==> src/rtl/mrp_pkg.sv <==
// Shared types for the region predictor.
package mrp_pkg;
    // Base-register class delivered by decode.
    typedef enum logic [1:0] {
        BASE_OTHER = 2'd0,
        BASE_SP    = 2'd1,
        BASE_FP    = 2'd2,
        BASE_GP    = 2'd3
    } base_cls_e;
endpackage

==> src/rtl/mrp_history.sv <==
// Global branch-history shift register.
// Assumes HIST_W >= 2; the newest outcome sits in bit 0.
module mrp_history #(
    parameter int HIST_W = 4
) (
    input  logic              clk,
    input  logic              rst_n,
    input  logic              br_valid,
    input  logic              br_taken,
    output logic [HIST_W-1:0] ghist
);
    // Shift the resolved outcome in; clear on reset.
    always_ff @(posedge clk) begin
        if (!rst_n)        ghist <= '0;
        else if (br_valid) ghist <= {ghist[HIST_W-2:0], br_taken};
    end

    a_r2_shift_in: assert property (@(posedge clk) disable iff (!rst_n)
        br_valid |=> ghist[0] == $past(br_taken));
    a_r2_hold: assert property (@(posedge clk) disable iff (!rst_n)
        !br_valid |=> $stable(ghist));
endmodule

==> src/rtl/mrp_index.sv <==
// Index hash: the address bits XOR the caller bits concatenated with the history.
// Assumes the caller bits plus the history fill exactly IDX_W bits.
module mrp_index #(
    parameter int IDX_W  = 6,
    parameter int HIST_W = 4,
    localparam int CID_BITS = IDX_W - HIST_W
) (
    input  logic [IDX_W-1:0]    pc_bits,
    input  logic [CID_BITS-1:0] cid_bits,
    input  logic [HIST_W-1:0]   ghist,
    output logic [IDX_W-1:0]    index
);
    // Combine the address with the hybrid context.
    always_comb index = pc_bits ^ {cid_bits, ghist};
endmodule

==> src/rtl/mrp_table.sv <==
// Region table: one entry per index, either a last-outcome bit or a 2-bit
// saturating counter (SAT=1). The read returns the value being written in the
// same cycle when the indices match. Assumes at most one write per cycle.
module mrp_table #(
    parameter int IDX_W = 6,
    parameter bit SAT   = 1'b0,
    localparam int ENTRIES = 1 << IDX_W,
    localparam int CW      = SAT ? 2 : 1
) (
    input  logic             clk,
    input  logic             rst_n,
    input  logic [IDX_W-1:0] rd_idx,
    output logic             rd_bit,
    input  logic             wr_en,
    input  logic [IDX_W-1:0] wr_idx,
    input  logic             wr_region
);
    logic [CW-1:0] mem [ENTRIES];
    logic [CW-1:0] wr_cur;
    logic [CW-1:0] wr_next;
    logic [CW-1:0] rd_cur;

    always_comb wr_cur = mem[wr_idx];

    generate
        if (SAT) begin : g_sat
            // Saturating step toward the observed region.
            always_comb begin
                if (wr_region) wr_next = (wr_cur == 2'd3) ? wr_cur : wr_cur + 2'd1;
                else           wr_next = (wr_cur == 2'd0) ? wr_cur : wr_cur - 2'd1;
            end
        end else begin : g_bit
            // Remember the last observed region.
            always_comb wr_next = wr_region;
        end
    endgenerate

    // Read with bypass of a same-cycle write.
    always_comb begin
        rd_cur = mem[rd_idx];
        if (wr_en && (wr_idx == rd_idx)) rd_cur = wr_next;
        rd_bit = rd_cur[CW-1];
    end

    // Clear every entry on reset, otherwise apply the update.
    always_ff @(posedge clk) begin
        if (!rst_n) begin
            for (int i = 0; i < ENTRIES; i++) mem[i] <= '0;
        end else if (wr_en) begin
            mem[wr_idx] <= wr_next;
        end
    end
endmodule

==> src/rtl/region_predictor.sv <==
// Top of the region predictor. It takes a request, forms the index, reads the
// table or applies the static override, and registers the result. A verify
// updates the table for dynamically predicted accesses and pulses a reissue on
// a mismatch. Assumes the pipeline returns the index and the prediction that
// were issued with the instruction.
module region_predictor
    import mrp_pkg::*;
#(
    parameter int IDX_W  = 6,
    parameter int HIST_W = 4,
    parameter int TAG_W  = 4,
    parameter int CNT_W  = 16,
    parameter bit SAT    = 1'b0,
    localparam int CID_BITS = IDX_W - HIST_W
) (
    input  logic                clk,
    input  logic                rst_n,
    input  logic                req_valid,
    input  logic [IDX_W-1:0]    req_pc,
    input  logic [1:0]          req_base,
    input  logic [CID_BITS-1:0] req_cid,
    input  logic [TAG_W-1:0]    req_tag,
    input  logic                br_valid,
    input  logic                br_taken,
    input  logic                ver_valid,
    input  logic [IDX_W-1:0]    ver_index,
    input  logic                ver_static,
    input  logic                ver_pred,
    input  logic                ver_region,
    input  logic [TAG_W-1:0]    ver_tag,
    output logic                pred_valid,
    output logic                pred_region,
    output logic                pred_static,
    output logic [IDX_W-1:0]    pred_index,
    output logic [TAG_W-1:0]    pred_tag,
    output logic                mis_pulse,
    output logic [TAG_W-1:0]    mis_tag,
    output logic [CNT_W-1:0]    pred_count,
    output logic [CNT_W-1:0]    miss_count
);
    logic [HIST_W-1:0] ghist;
    logic [IDX_W-1:0]  idx;
    logic              tbl_bit;
    logic              is_static;
    logic              region_nxt;
    logic              mismatch;
    base_cls_e         cls;

    mrp_history #(.HIST_W(HIST_W)) u_hist (
        .clk(clk), .rst_n(rst_n), .br_valid(br_valid),
        .br_taken(br_taken), .ghist(ghist)
    );

    mrp_index #(.IDX_W(IDX_W), .HIST_W(HIST_W)) u_index (
        .pc_bits(req_pc), .cid_bits(req_cid), .ghist(ghist), .index(idx)
    );

    mrp_table #(.IDX_W(IDX_W), .SAT(SAT)) u_table (
        .clk(clk), .rst_n(rst_n), .rd_idx(idx), .rd_bit(tbl_bit),
        .wr_en(ver_valid && !ver_static), .wr_idx(ver_index),
        .wr_region(ver_region)
    );

    // Static override by base class, else the table.
    always_comb begin
        cls = base_cls_e'(req_base);
        is_static = (cls != BASE_OTHER);
        case (cls)
            BASE_SP, BASE_FP: region_nxt = 1'b1;
            BASE_GP:          region_nxt = 1'b0;
            default:          region_nxt = tbl_bit;
        endcase
        mismatch = ver_valid && (ver_region != ver_pred);
    end

    // Register the prediction with its tag and index.
    always_ff @(posedge clk) begin
        if (!rst_n) begin
            pred_valid  <= 1'b0;
            pred_region <= 1'b0;
            pred_static <= 1'b0;
            pred_index  <= '0;
            pred_tag    <= '0;
        end else begin
            pred_valid <= req_valid;
            if (req_valid) begin
                pred_region <= region_nxt;
                pred_static <= is_static;
                pred_index  <= idx;
                pred_tag    <= req_tag;
            end
        end
    end

    // Reissue pulse and the two running counters.
    always_ff @(posedge clk) begin
        if (!rst_n) begin
            mis_pulse  <= 1'b0;
            mis_tag    <= '0;
            pred_count <= '0;
            miss_count <= '0;
        end else begin
            mis_pulse <= mismatch;
            if (mismatch) begin
                mis_tag    <= ver_tag;
                miss_count <= miss_count + CNT_W'(1);
            end
            if (req_valid) pred_count <= pred_count + CNT_W'(1);
        end
    end

    a_r4_sp_fp_stack: assert property (@(posedge clk) disable iff (!rst_n)
        req_valid && (req_base == 2'd1 || req_base == 2'd2) |=> pred_region && pred_static);
    a_r5_gp_nonstack: assert property (@(posedge clk) disable iff (!rst_n)
        req_valid && (req_base == 2'd3) |=> !pred_region && pred_static);
    a_r6_valid_tag: assert property (@(posedge clk) disable iff (!rst_n)
        req_valid |=> pred_valid && pred_tag == $past(req_tag));
    a_r6_no_spurious: assert property (@(posedge clk) disable iff (!rst_n)
        !req_valid |=> !pred_valid);
    a_r9_mis_flag: assert property (@(posedge clk) disable iff (!rst_n)
        ver_valid && (ver_region != ver_pred) |=> mis_pulse && mis_tag == $past(ver_tag));
    a_r9_no_false: assert property (@(posedge clk) disable iff (!rst_n)
        !(ver_valid && (ver_region != ver_pred)) |=> !mis_pulse);
    a_r10_miss_count: assert property (@(posedge clk) disable iff (!rst_n)
        mis_pulse |-> miss_count == CNT_W'($past(miss_count) + CNT_W'(1)));
endmodule

==> config.mk <==
export PLATFORM = sky130hd
export DESIGN_NAME = region_predictor
export DESIGN_NICKNAME = d
export VERILOG_FILES = /design/src/rtl/mrp_pkg.sv /design/src/rtl/mrp_history.sv /design/src/rtl/mrp_index.sv /design/src/rtl/mrp_table.sv /design/src/rtl/region_predictor.sv
export SDC_FILE = /design/constraint.sdc
export NUM_CORES = 1
export LEC_CHECK = 0
export ABC_AREA = 1
export BUFFER_PORTS_ARGS = -buffer_cell sky130_fd_sc_hd__buf_4
export CAP_MARGIN = 20
export CORE_MARGIN = 3
export CORE_UTILIZATION = 55
export DETAILED_ROUTE_END_ITERATION = 8
export PLACE_DENSITY = 0.77
export SYNTH_ARGS = -nofsm -noshare
export SYNTH_HDL_FRONTEND = slang
export SYNTH_SLANG_ARGS = --single-unit
==> constraint.sdc <==
create_clock -name clk -period 2 [get_ports clk]
set_input_delay 0.1 -clock clk [delete_from_list [all_inputs] [get_ports clk]]
set_output_delay 0.1 -clock clk [all_outputs]
set_load 0.005 [all_outputs]
# ---- Word-level counts from Yosys, hierarchy flattened
# Memories as Yosys holds them, arrays and structs flattened.
# Index checks and enable logic that the tools add are counted.
dict set report word_totals {
  mem_bits_rw 64
  output_inout_bits 50
  latchBits 0
  rom_bits 0
  input_bits 33
  ff_bits 54
  memories 1
}
dict set report classes {
  n_div 0
  n_mux 9
  reduce_logical 7
  order_cmp 0
  n_shift 0
  mul 0
  bitwise 1
  n_eq_ne 5
  addsub 2
}
# name words word_bits rd rd_ports_with_merged_regs wr line
set mem_list {}
lappend mem_list {u_table.mem 64 1 1 0 64 mrp_table.sv:18} ;# logic [CW-1:0] mem [ENTRIES];
# operator count
set ops {}
lappend ops {{adder 16 x 1 -> 16 bit (second input constant)} 2}
lappend ops {{2-to-1 mux 1 bit} 7}
lappend ops {{equality test 6 bit} 1}
lappend ops {{2-to-1 mux 6 bit} 1}
lappend ops {{XOR 6 bit} 1}
lappend ops {{equality test 2 bit (second input constant)} 2}
lappend ops {{logical AND 1 bit} 3}
lappend ops {{equality test 2 x 1 -> 1 bit (second input constant)} 1}
lappend ops {{case mux 1 bit (2 select lines)} 1}
lappend ops {{nonzero test 2 bit} 1}
lappend ops {{OR reduction 2 bit} 1}
lappend ops {{logical NOT 1 bit} 1}
lappend ops {{!= test 1 bit} 1}
lappend ops {{OR reduction 1 bit} 1}

# ---- Depth between registers and ports, before layout
dict set report depth {
  depth_word 7
  ltp_mapped 14
  ltp_nobuf 14
}

# ---- By module
# A second synthesis with hierarchy kept.
dict set report hier_totals {
  cells_unflattened 855
  area_unflattened_um2 5819.3
}
# module cells_per_inst n_inst seq_area_each_um2 area_each_um2
set by_module_without_submodules {}
lappend by_module_without_submodules {mrp_table 477 1 1281.2 3274.4}
lappend by_module_without_submodules {region_predictor 323 1 1001.0 2265.9}
lappend by_module_without_submodules {mrp_history 25 1 80.1 166.4}
lappend by_module_without_submodules {mrp_index 30 1 0.0 112.6}

# ---- Worst setup path after synthesis
# OpenSTA, ideal clock, no wires.
dict set report synth_path {
  path_kind {register to register}
  start {reg miss_count[0]}
  end {reg miss_count[14]}
  required_ps 1881
  t_arrival_ps 1512
  slack_ps 370
  stages_incl_launch_ff 9
  setup_ps 119
  path_buffers 0
  synth_period_minus_slack_ps 1630
  path_cell_list {dfxtp_1 ha_1 nand3_1 nor3_1 nand3_1 nor3_2 nand4_1 o21ai_1 a21oi_1}
}
dict set report synth_via {
  elab_chain_cells 1
}
# element line
set synth_rtl {}
lappend synth_rtl {{start, declared} region_predictor.sv:39} ;# output logic [CNT_W-1:0] miss_count
lappend synth_rtl {{start signal, assigned} region_predictor.sv:106} ;# miss_count <= miss_count + CNT_W'(1);
lappend synth_rtl {{adder 16 x 1 -> 16 bit} region_predictor.sv:106}
# Every way passes these cells.
# A chain may end at the register's enable or synchronous reset.

# ---- Worst setup path in the final report
dict set report layout_path {
  start {reg pred_count[0]}
  end {reg pred_count[13]}
}
dict set report layout_via {
  elab_chain_cells 1
}
# element line
set layout_rtl {}
lappend layout_rtl {{start, declared} region_predictor.sv:38} ;# output logic [CNT_W-1:0] pred_count,
lappend layout_rtl {{start signal, assigned} region_predictor.sv:108} ;# if (req_valid) pred_count <= pred_count + CNT_W'(1);
lappend layout_rtl {{adder 16 x 1 -> 16 bit} region_predictor.sv:108}
# Every way passes these cells.

==> metrics <==
area grow syn2layout 29.27%; Critical Path Source pred_count[0]$_SDFFE_PN0P_; largest net degree at the start of global routing 111; Pre-antenna DRT Iters 5; Final Hold Viols 0; Clock power frac 48.4%; total gr overflow 0; commonest non-fill, non-tap cell in the layout nand2_1; hold path depth 4; Post-Syn Area 5707 sq um; final setup fails 0; root buffer cell clkbuf_8; largest family of logic cells by synthesized area simple AND/OR/NAND/NOR gates; sequential share of power 40.2%; min-delay src ver_index[1]; footprint of the multi-input gates 2795 sq um; Net Sw Frac 24.68%; dpl ws 0.1052 ns; Post-DRT Antenna Nets 0; Avg Inst Size Synth 6.818 sq um; die width 107.9 um; initial antenna violation count 2; final wirelength 16.69 mm; layout cell share with drive strength beyond 1 17.21%; CP Class reg -> reg; Synth warnings 0; mux share of post-synthesis cell area 0%; Int Pwr 4549 uW; worst skew pair latency 0.53 ns; FF-to-FF Start pred_count[0]$_SDFFE_PN0P_; switching power 1490 uW; Post-Synth XOR/XNOR Area 1.337%; Critical Path Source Type flop; Initial Util 57.59%; min Tclk post-route 1.811 ns; total clock sinks 118; Compound-Gate Fraction of Synth Area 13.79%; Final WS setup 0.1892 ns; Fill cells 751; Power Density 818.6 nW/um^2; vias in the first global route 5804; register area 2362 sq um; required time of the critical path 2.42 ns; Setup Buffers After CTS 0; die height 107.9 um; CTS buffer count 17; Simple-Gate Fraction of Synth Area 32.23%; Max Cap Viol 0; sequential-to-total area share from yosys stat 41.39%; commonest cells after routing, fill and taps aside nand2_1, nand3_1, dfxtp_1; Worst-path clk slew 0.06 ns; Logic pwr share 11.5%; post-synthesis adder-cell area fraction 0.8770%; Final Wtd Congestion 0.8872; TritonCTS clock tree yes; clk buf depth 2; Core Box Area 9910 sq um; Hold Crit Class in -> reg; CTS H-tree lvls 4; CP Max Fanout 4; Final Skew 0.006975 ns; final period utilization 90.54%; vias 6073; Slew Viols, Final 0; net count after synthesis 874; final net count 984; Iter 0 DRT Violations 553; Mapped Cells 837; Final HPWL DP 10.77 mm; I/O pin cnt 83; Worst Tran Pin Value 0.8146 ns; setup_tns 0 ns; unrepaired setup endpoints after global routing no; vias per cell 5.551; DRC 0; Netlist cell types 41; num rows 36; Crit. End Element flop; VDD IR max 0.0005701 V; Seq cells post-synth 118; Routed wire per std cell 15.25 um; Data arrival, critical path 2.23 ns; I/O Buffers 82; first-pass GRT wire length 26.77 mm; status finished clean; Die Area 11630 sq um; GRT Overall Usage 29.08%; fmax 0.5523 GHz; Slew headroom 45.69%; P_leak 0.003083 uW; R2R depth 10
==> state kept, by name, indices dropped and copies added (netlist names), 4 cells and up <==
register / cells
mis_tag: 4
pred_count: 16
pred_index: 6
pred_tag: 4
u_table.mem: 64
u_hist.ghist: 4
miss_count: 16
==> power by group through the flow <==
stage / combinational, uW / sequential (uW) / clock (uW)
finish: 692 / 2430 / 2920
global route: 753 / 2430 / 3060
CTS: 670 / 2420 / 2950
detailed placement: 634 / 2470 / 0
global placement: 621 / 2470 / 0
floorplan: 373 / 2470 / 0
==> metrics by stage <==
stage                     cells  utilization [%]  total power, uW  cell area, sq um  hold WS (ns)
after floorplan             837                -             2847              5707        0.1900
after CTS                  1092            73.93             6043              7326       0.01959
after detailed placement   1041            66.14             3107              6554        0.3291
final                      1094            74.44             6039              7377       0.06229
after global placement     1041            66.14             3092              6554        0.3178
after global routing       1094            74.44             6242              7377       0.09018
==> layer usage <==
metal	GRT usage (%)	up-vias	routed length, um
li1	-	2957	-
met1	34.56	2788	6734
met2	48.40	262	8165
met5	0	-	0
met3	6.599	66	1120
met4	15.96	0	668
==> layout make-up <==
cell class,count,share of cell area (%)
well taps,133,2.256
clock buffers,21,6.360
inverters,115,5.851
clock inverters,10,1.391
diodes,2,0.06784
multi-input cells,568,37.89
repair buffers,127,14.16
flip-flops and latches,118,32.02
==> kinds of logic after synthesis <==
group | Yosys count
buf+inv | 151
simple gates | 412
xor+xnor | 7
compound gates | 145
fa+ha+maj | 4
flops | 118
==> synth_stat cells, drive strengths merged <==
cell type	instances	area (sq um)
nand2	180	683.2
nand3	138	690.7
dfxtp	118	2362
inv	114	427.9
o21ai	88	440.4
nor2	63	244.0
a21oi	31	158.9
clkbuf	19	72.56
nor3	18	110.1
buf	17	87.59
a22oi	6	45.04
a31oi	6	37.54
o211ai	6	45.04
nor4	5	58.80
xor2	5	51.30
ha	4	50.05
o21a	4	30.03
nand4	3	18.77
o22ai	2	12.51
or2	2	12.51
xnor2	2	25.03
and3	1	6.260
clkinv	1	3.750
nand3b	1	7.510
nor3b	1	7.510
o21ba	1	10.01
o21bai	1	7.510
==> repair_timing <==
| action | in CTS | in global routing |
|---|---|---|
| setup endpoints to repair | 0 | 8 |
| hold endpoints to repair | 32 | 0 |
| resized for setup | 0 | 9 |
| hold buffers | 20 | 0 |
==> critical path, cell delays in order, from the launching register on <==
cell     delay [ns]
dfxtp_1        0.40
nand3_1        0.13
nor2_2         0.17
nand3_1        0.13
nor2_1         0.16
nand3_1        0.13
nor2_1         0.12
nand3_1        0.11
nor2_1         0.16
a21oi_1        0.08
o21a_1         0.11
==> worst paths after layout <==
path,endpoint,slack (ns)
worst max register to register,pred_count[13]$_SDFFE_PN0P_,0.19
worst min-delay path,u_table.mem[25]$_DFF_P_,0.06
worst max-delay path,pred_count[13]$_SDFFE_PN0P_,0.19
worst min register to register,miss_count[15]$_SDFFE_PN0P_,0.47
No activity file was read; power rests on OpenSTA's default activity.
